===== config.mk =====
export PLATFORM = sky130hd
export DESIGN_NAME = ctlreg_access_guard
export DESIGN_NICKNAME = d
export VERILOG_FILES = /design/src/rtl/ctlreg_guard_pkg.sv /design/src/rtl/ctlreg_decode.sv /design/src/rtl/ctlreg_enable_reg.sv /design/src/rtl/ctlreg_feat_reg.sv /design/src/rtl/ctlreg_addr_bank.sv /design/src/rtl/ctlreg_access_guard.sv
export SDC_FILE = /design/constraint.sdc
export NUM_CORES = 1
export LEC_CHECK = 0
export BUFFER_PORTS_ARGS = -buffer_cell sky130_fd_sc_hd__buf_4
export CORE_MARGIN = 2
export CORE_UTILIZATION = 60
export DETAILED_ROUTE_END_ITERATION = 16
export GPL_TIMING_DRIVEN = 0
export PLACE_DENSITY = 0.9
export SYNTH_ARGS = -nofsm -noshare
export SYNTH_HDL_FRONTEND = slang
export SYNTH_HIERARCHICAL = 1
export SYNTH_SLANG_ARGS = --single-unit

===== constraint.sdc =====
create_clock -name clk -period 4.8 [get_ports clk]
set_input_delay 0.24 -clock clk [delete_from_list [all_inputs] [get_ports clk]]
set_output_delay 0.24 -clock clk [all_outputs]
set_load 0.05 [all_outputs]

===== src/rtl/ctlreg_guard_pkg.sv =====
package ctlreg_guard_pkg;
  localparam int unsigned DW = 64;
  localparam int unsigned HW = 32;

  typedef enum logic [1:0] {
    SEL_NONE   = 2'd0,
    SEL_ENABLE = 2'd1,
    SEL_FEAT   = 2'd2,
    SEL_ADDR   = 2'd3
  } sel_e;
endpackage


===== src/rtl/ctlreg_decode.sv =====
module ctlreg_decode
  import ctlreg_guard_pkg::*;
#(
  parameter logic [29:0] IDX_LIMIT = 30'h0000_1000,
  parameter logic [31:0] IDX_EN    = 32'h0000_0080,
  parameter logic [31:0] IDX_FC    = 32'h0000_003A,
  parameter logic [31:0] IDX_AB    = 32'h0000_0100,
  parameter int unsigned NUM_ADDR  = 4,
  localparam int unsigned SW       = (NUM_ADDR > 1) ? $clog2(NUM_ADDR) : 1
) (
  input  logic [31:0]   index,
  output sel_e          sel,
  output logic [SW-1:0] slot,
  output logic          out_of_range
);
  always_comb begin
    out_of_range = (index[29:0] >= IDX_LIMIT);
    sel  = SEL_NONE;
    slot = '0;
    if (index == IDX_EN) begin
      sel = SEL_ENABLE;
    end else if (index == IDX_FC) begin
      sel = SEL_FEAT;
    end else begin
      for (int i = 0; i < NUM_ADDR; i++) begin
        if (index == IDX_AB + 32'(i)) begin
          sel  = SEL_ADDR;
          slot = SW'(i);
        end
      end
    end
  end
endmodule


===== src/rtl/ctlreg_enable_reg.sv =====
module ctlreg_enable_reg
  import ctlreg_guard_pkg::*;
#(
  parameter logic [DW-1:0] EN_SUPPORTED = 64'h0000_0000_0000_0D01,
  parameter int unsigned   LME_BIT      = 8,
  parameter int unsigned   LMA_BIT      = 10
) (
  input  logic          clk,
  input  logic          rst_n,
  input  logic          commit,
  input  logic [DW-1:0] wdata,
  input  logic          paging_on,
  output logic [DW-1:0] value,
  output logic          bad
);
  localparam logic [DW-1:0] LMA_MASK = DW'(1) << LMA_BIT;

  logic [DW-1:0] en_q;
  logic reserved_hit, lme_flip;

  always_comb begin
    reserved_hit = |(wdata & ~EN_SUPPORTED);
    lme_flip     = paging_on && (wdata[LME_BIT] != en_q[LME_BIT]);
    bad          = reserved_hit || lme_flip;
  end

  always_ff @(posedge clk or negedge rst_n) begin
    if (!rst_n) begin
      en_q <= '0;
    end else if (commit) begin
      en_q <= (wdata & EN_SUPPORTED & ~LMA_MASK) | (en_q & LMA_MASK);
    end
  end

  assign value = en_q;
endmodule


===== src/rtl/ctlreg_feat_reg.sv =====
module ctlreg_feat_reg
  import ctlreg_guard_pkg::*;
(
  input  logic          clk,
  input  logic          rst_n,
  input  logic          commit,
  input  logic [HW-1:0] wdata,
  output logic [HW-1:0] value,
  output logic          bad
);
  logic [HW-1:0] fc_q;

  always_ff @(posedge clk or negedge rst_n) begin
    if (!rst_n) begin
      fc_q <= '0;
    end else if (commit) begin
      fc_q <= wdata;
    end
  end

  assign bad   = fc_q[0];
  assign value = fc_q;
endmodule


===== src/rtl/ctlreg_addr_bank.sv =====
module ctlreg_addr_bank
  import ctlreg_guard_pkg::*;
#(
  parameter int unsigned NUM_ADDR = 4,
  parameter int unsigned VA_MSB   = 47,
  localparam int unsigned SW      = (NUM_ADDR > 1) ? $clog2(NUM_ADDR) : 1
) (
  input  logic          clk,
  input  logic          rst_n,
  input  logic          commit,
  input  logic [SW-1:0] slot,
  input  logic [DW-1:0] wdata,
  output logic [DW-1:0] rdata,
  output logic          bad
);
  logic [DW-1:0] regs [NUM_ADDR];
  logic [DW-1:VA_MSB] top_bits;

  assign top_bits = wdata[DW-1:VA_MSB];
  assign bad      = !((&top_bits) || !(|top_bits));

  for (genvar g = 0; g < NUM_ADDR; g++) begin : g_slot
    always_ff @(posedge clk or negedge rst_n) begin
      if (!rst_n) begin
        regs[g] <= '0;
      end else if (commit && (slot == SW'(g))) begin
        regs[g] <= wdata;
      end
    end
  end

  always_comb begin
    rdata = '0;
    for (int i = 0; i < NUM_ADDR; i++) begin
      if (slot == SW'(i)) rdata = regs[i];
    end
  end
endmodule


===== src/rtl/ctlreg_access_guard.sv =====
module ctlreg_access_guard
  import ctlreg_guard_pkg::*;
#(
  parameter logic [29:0]   IDX_LIMIT    = 30'h0000_1000,
  parameter logic [31:0]   IDX_EN       = 32'h0000_0080,
  parameter logic [31:0]   IDX_FC       = 32'h0000_003A,
  parameter logic [31:0]   IDX_AB       = 32'h0000_0100,
  parameter int unsigned   NUM_ADDR     = 4,
  parameter int unsigned   VA_MSB       = 47,
  parameter logic [63:0]   EN_SUPPORTED = 64'h0000_0000_0000_0D01
) (
  input  logic        clk,
  input  logic        rst_n,
  input  logic        req_valid,
  output logic        req_ready,
  input  logic        req_write,
  input  logic [31:0] req_index,
  input  logic [31:0] req_lo,
  input  logic [31:0] req_hi,
  input  logic        real_mode,
  input  logic [1:0]  cpl,
  input  logic        paging_on,
  output logic        rsp_valid,
  input  logic        rsp_ready,
  output logic        rsp_fault,
  output logic        rsp_wack,
  output logic [31:0] rsp_lo,
  output logic [31:0] rsp_hi
);
  localparam int unsigned SW = (NUM_ADDR > 1) ? $clog2(NUM_ADDR) : 1;

  sel_e          sel;
  logic [SW-1:0] slot;
  logic          oor;
  logic [DW-1:0] wval;
  logic [DW-1:0] en_val, ad_val, rd_val;
  logic [HW-1:0] fc_val;
  logic          en_bad, fc_bad, ad_bad;
  logic          accept, priv_bad, gate_bad, rule_bad, fault;
  logic          commit_en, commit_fc, commit_ad;

  assign wval      = {req_hi, req_lo};
  assign req_ready = !rsp_valid || rsp_ready;
  assign accept    = req_valid && req_ready;

  ctlreg_decode #(
    .IDX_LIMIT(IDX_LIMIT), .IDX_EN(IDX_EN), .IDX_FC(IDX_FC),
    .IDX_AB(IDX_AB), .NUM_ADDR(NUM_ADDR)
  ) u_dec (
    .index(req_index), .sel(sel), .slot(slot), .out_of_range(oor)
  );

  always_comb begin
    priv_bad = !real_mode && (cpl != 2'd0);
    gate_bad = priv_bad || oor || (sel == SEL_NONE);
    unique case (sel)
      SEL_ENABLE: rule_bad = en_bad;
      SEL_FEAT:   rule_bad = fc_bad;
      SEL_ADDR:   rule_bad = ad_bad;
      default:    rule_bad = 1'b0;
    endcase
    fault     = gate_bad || (req_write && rule_bad);
    commit_en = accept && req_write && !fault && (sel == SEL_ENABLE);
    commit_fc = accept && req_write && !fault && (sel == SEL_FEAT);
    commit_ad = accept && req_write && !fault && (sel == SEL_ADDR);
  end

  ctlreg_enable_reg #(.EN_SUPPORTED(EN_SUPPORTED)) u_en (
    .clk(clk), .rst_n(rst_n), .commit(commit_en), .wdata(wval),
    .paging_on(paging_on), .value(en_val), .bad(en_bad)
  );

  ctlreg_feat_reg u_fc (
    .clk(clk), .rst_n(rst_n), .commit(commit_fc), .wdata(req_lo),
    .value(fc_val), .bad(fc_bad)
  );

  ctlreg_addr_bank #(.NUM_ADDR(NUM_ADDR), .VA_MSB(VA_MSB)) u_ad (
    .clk(clk), .rst_n(rst_n), .commit(commit_ad), .slot(slot),
    .wdata(wval), .rdata(ad_val), .bad(ad_bad)
  );

  always_comb begin
    unique case (sel)
      SEL_ENABLE: rd_val = en_val;
      SEL_FEAT:   rd_val = {{(DW-HW){1'b0}}, fc_val};
      SEL_ADDR:   rd_val = ad_val;
      default:    rd_val = '0;
    endcase
    if (fault || req_write) rd_val = '0;
  end

  always_ff @(posedge clk or negedge rst_n) begin
    if (!rst_n) begin
      rsp_valid <= 1'b0;
      rsp_fault <= 1'b0;
      rsp_wack  <= 1'b0;
      rsp_lo    <= '0;
      rsp_hi    <= '0;
    end else if (accept) begin
      rsp_valid <= 1'b1;
      rsp_fault <= fault;
      rsp_wack  <= req_write && !fault;
      rsp_lo    <= rd_val[HW-1:0];
      rsp_hi    <= rd_val[DW-1:HW];
    end else if (rsp_ready) begin
      rsp_valid <= 1'b0;
    end
  end
endmodule


==> results.txt <==
----------------------------------------------------
[Floorplanning]
  Die span in y ... 173 um
  Die span in x ... 173 um
  # rows ... 62
  Total I/O pin count ... 173
  Area of the die ... 0.0301 sq mm
  Starting density of the core ... 60.5%
  CORE AREA ... 0.0285 sq mm

[Synthesis]
  Warnings, synthesis ... 6
  Syn Area/Cell ... 14.6 sq um
  Yosys top cell area share ... 52.0%
  Xor and xnor area share after synthesis ... 0.0509%
  Portion of netlist area occupied by mux cells ... 32.1%
  Most instantiated flip-flop cell in the synthesis netlist ... sky130_fd_sc_hd__dfrtp_1
  Combinational family with the most area after synthesis ... multiplexers
  Cell type with the highest aggregate area in the netlist ... sky130_fd_sc_hd__dfrtp_1
  Cell count after synthesis ... 1,179
  Count of different cell masters after synthesis ... 48
  Most instantiated library cell after synthesis ... sky130_fd_sc_hd__dfrtp_1
  EDFF count, synth ... 0
  Sequential cell area fraction in the yosys report ... 52.0%
  Netlist area before placement ... 0.0172 sq mm
  Top area cells in the synthesized netlist ... sky130_fd_sc_hd__dfrtp_1 (52%), sky130_fd_sc_hd__mux2_2 (19%), sky130_fd_sc_hd__mux4_2 (8.4%), sky130_fd_sc_hd__buf_4 (3.3%), sky130_fd_sc_hd__mux2_4 (2.6%)
  Adder and majority gate portion of the synthesized area ... 0%
  Flip-flop and latch count after synthesis ... 358
  Compound-cell area share of the yosys netlist ... 6.88%
  Proportion of register bits with asynchronous set or reset after synthesis ... 100%
  Share of synthesized cell area in and, or, nand and nor gates ... 2.61%
  Top post-synthesis cells by count ... sky130_fd_sc_hd__dfrtp_1 (358), sky130_fd_sc_hd__mux2_2 (288), sky130_fd_sc_hd__buf_4 (76)

[Placed design]
  Cell count after placement ... 1,798
  Post-place setup slack ... -163 ps
  Placed inst area ... 0.0193 sq mm
  Detailed-placement wirelength estimate ... 30,100 um
  GP Congestion ... 0.823
  Buffers added on ports ... 172

[Global route]
  Total GRT Usage ... 30.8%
  Pin count of the biggest net entering global routing ... 124
  Remaining global-route overflow ... 0
  Via count of the first global-routing pass ... 12.9k
  Antenna violations before repair ... 1
  Wire length of the first global-routing pass ... 71,800 um

[Worst setup path]
  Classification of the worst setup path ... in -> reg
  Required time at the endpoint of the critical path ... 5190 ps
  Nature of the critical path startpoint ... input pin
  Setup crit end kind ... register
  Data arrival, critical path ... 5050 ps
  CP Max Fanout ... 10

[Route]
  Detailed-route wire length per cell ... 24.2 um
  Total vias in the final route ... 11.8k
  Via count normalized by instance count ... 6.27
  Iteration-0 DRC Markers ... 1,043
  Antenna violation net count after detailed routing ... 0
  DRT Pass-1 Iters ... 6
  DRC violation count after routing ... 0
  Detailed Route WL ... 45,800 um

[Run status]
  Outcome ... completed

[Pwr]
  Final Total Pwr ... 6.51 mW
  Leakage dissipation ... 10.1 nW
  Power density over the cells ... 312 mW/mm^2
  Peak VDD IR ... 0.000221 V

[Timing]
  Fin Hold WS ... 6.47 ps
  Post-route clock period utilization ... 97.1%
  RSZ-0062 raised after global routing ... no
  Rel. slew slack ... 26.7%
  Setup violators final ... 0
  Slew at the pin closest to its max-slew limit ... 1090 ps
  Clock period minus worst slack ... 4660 ps
  Slack of the critical path ... 139 ps
  Fin. Hold Viols ... 0
  Worst-case clock skew ... 11.1 ps
  Peak clock frequency supported by timing ... 0.215 GHz
  Max Slew Vio Count ... 0

[Clock network]
  Buffers from clock root to sink, at most ... 3
  Number of buffers created by CTS ... 38
  CTS H-tree lvls ... 2
  Resize count post-CTS ... 0
  Latest clock arrival within the worst-skew pair ... 520 ps
  Clock slew at the register clock pins of the worst setup and hold paths ... 60 ps
  CTS tree ... yes
  CTS sink cnt ... 358
  Clock root buffer ... sky130_fd_sc_hd__clkbuf_16

[Cells and area]
  Growth of design area from synthesis to finish ... 21.4%
  Fraction of layout instances using a drive strength above 1 ... 50.5%
  Total Nets Final ... 1,584
  Number of antenna repair diodes ... 0
  Number of cells in the finished layout apart from fillers ... 1,889
  Sequential cell area ... 0.00896 sq mm
  Finished Cell Area ... 0.0209 sq mm
  Multi-input gate area ... 0.00739 sq mm
  Filler instances ... 1,668

[Worst hold path]
  Min-delay worst type ... in -> reg

[Run]
  Max-cap viol count ... 0

----------------------------------------------------
[kinds of logic (layout without fill, tap and decap cells)]
group	Yosys count	in the layout
other	1	61
AOI/OAI and AO/OA	172	172
and+or+nand+nor	72	72
muxes	420	420
xor gates and xnor gates	1	1
DFF	358	358
buffers and inverters	155	421
[placed cells by master (no fill, tap or decap), types with 3 or more instances in the layout]
master | synthesis | routed
sky130_fd_sc_hd__mux2_2 | 288 | 288
sky130_fd_sc_hd__nor2_1 | 4 | 4
sky130_fd_sc_hd__clkbuf_1 | 26 | 30
sky130_fd_sc_hd__clkbuf_16 | 0 | 41
sky130_fd_sc_hd__buf_16 | 0 | 3
sky130_fd_sc_hd__nor2b_1 | 3 | 3
sky130_fd_sc_hd__buf_4 | 76 | 247
sky130_fd_sc_hd__mux2_4 | 30 | 30
sky130_fd_sc_hd__bufinv_16 | 0 | 6
sky130_fd_sc_hd__buf_2 | 25 | 25
sky130_fd_sc_hd__dfrtp_1 | 358 | 358
sky130_fd_sc_hd__nand2_1 | 6 | 6
sky130_fd_sc_hd__o21ai_1 | 18 | 18
sky130_fd_sc_hd__o31ai_1 | 54 | 54
sky130_fd_sc_hd__conb_1 | 1 | 61
sky130_fd_sc_hd__mux2_1 | 6 | 6
sky130_fd_sc_hd__clkbuf_8 | 0 | 6
sky130_fd_sc_hd__nor4_1 | 27 | 27
sky130_fd_sc_hd__clkinv_2 | 0 | 7
sky130_fd_sc_hd__mux2i_1 | 32 | 32
sky130_fd_sc_hd__o31ai_2 | 11 | 11
sky130_fd_sc_hd__mux4_2 | 64 | 64
sky130_fd_sc_hd__a22oi_1 | 34 | 34
sky130_fd_sc_hd__dlygate4sd3_1 | 0 | 25
sky130_fd_sc_hd__nand4_1 | 9 | 9
sky130_fd_sc_hd__nand3b_1 | 3 | 3
sky130_fd_sc_hd__o21ai_0 | 48 | 48
sky130_fd_sc_hd__buf_12 | 3 | 3
sky130_fd_sc_hd__nor3_1 | 6 | 6
sky130_fd_sc_hd__buf_6 | 19 | 19
[layout make-up]
cell class | instances | share of cell area (%)
buffer | 151 | 5.14
clock buffer | 51 | 5.37
clock inverter | 15 | 1.10
inverter | 4 | 0.0718
multi-input combinational | 726 | 35.4
sequential | 358 | 42.8
tap | 384 | 2.30
timing repair buffer | 200 | 7.80
[final timing paths]
| check | start | end | slack, ps | depth (start not counted) |
|---|---|---|---|---|
| worst max register to register | u_en/value[8] | u_ad/regs[10] | 1550 | 8 |
| worst max-delay path | req_lo[14] | u_ad/regs[10] | 140 | 11 |
| worst min-delay path | req_hi[2] | u_ad/regs[162] | 6 | 2 |
| worst min register to register | u_ad/regs[70] | u_ad/regs[70] | 500 | 1 |
| max in group asynchronous | rst_n | u_ad/regs[117] | 3110 | 4 |
| min in group asynchronous | rst_n | u_ad/regs[206] | 300 | 2 |
[critical path: stages]
cell                            delay [ps]
sky130_fd_sc_hd__dlygate4sd3_1         540
sky130_fd_sc_hd__buf_4                 160
sky130_fd_sc_hd__nor4_1                750
sky130_fd_sc_hd__nand4_1               350
sky130_fd_sc_hd__nor3_1                580
sky130_fd_sc_hd__nand4_1               270
sky130_fd_sc_hd__a22o_1                310
sky130_fd_sc_hd__nor4_1                670
sky130_fd_sc_hd__nand3_2               430
sky130_fd_sc_hd__buf_2                 370
sky130_fd_sc_hd__mux2_1                370
[through the flow]
stage	setup TNS, ps	util (%)
after floorplan	0	-
after global placement	-294	67.5
after detailed placement	-12990	67.8
after CTS	0	73.4
after global routing	0	73.4
final	0	73.4
[sequential cells by signal, indices dropped and copies added, names as in the netlist]
| name | flops |
|---|---|
| u_ad/regs | 256 |
| rsp_hi | 32 |
| rsp_lo | 32 |
| u_fc/value | 32 |
| u_en/value | 3 |
| rsp_fault | 1 |
| rsp_valid | 1 |
| rsp_wack | 1 |
[power by group]
part / switching (mW) / internal [mW]
clock network: 1.19 / 1.96
registers: 0.00193 / 3.02
logic: 0.211 / 0.128
total: 1.40 / 5.11
[repair_timing]
action	CTS	global route
hold buffers	25	0
endpoints found under the hold margin	143	0
buffers inserted	0	0
[per-layer routing]
metal	global-route usage [%]	wire, um	vias to the layer above
li1	-	-	4957
met1	40.7	18000	6162
met2	50.3	22400	584
met3	6.03	3500	133
met4	12.7	1830	2
met5	0	13	-
No activity file was read; power rests on OpenSTA's default activity.
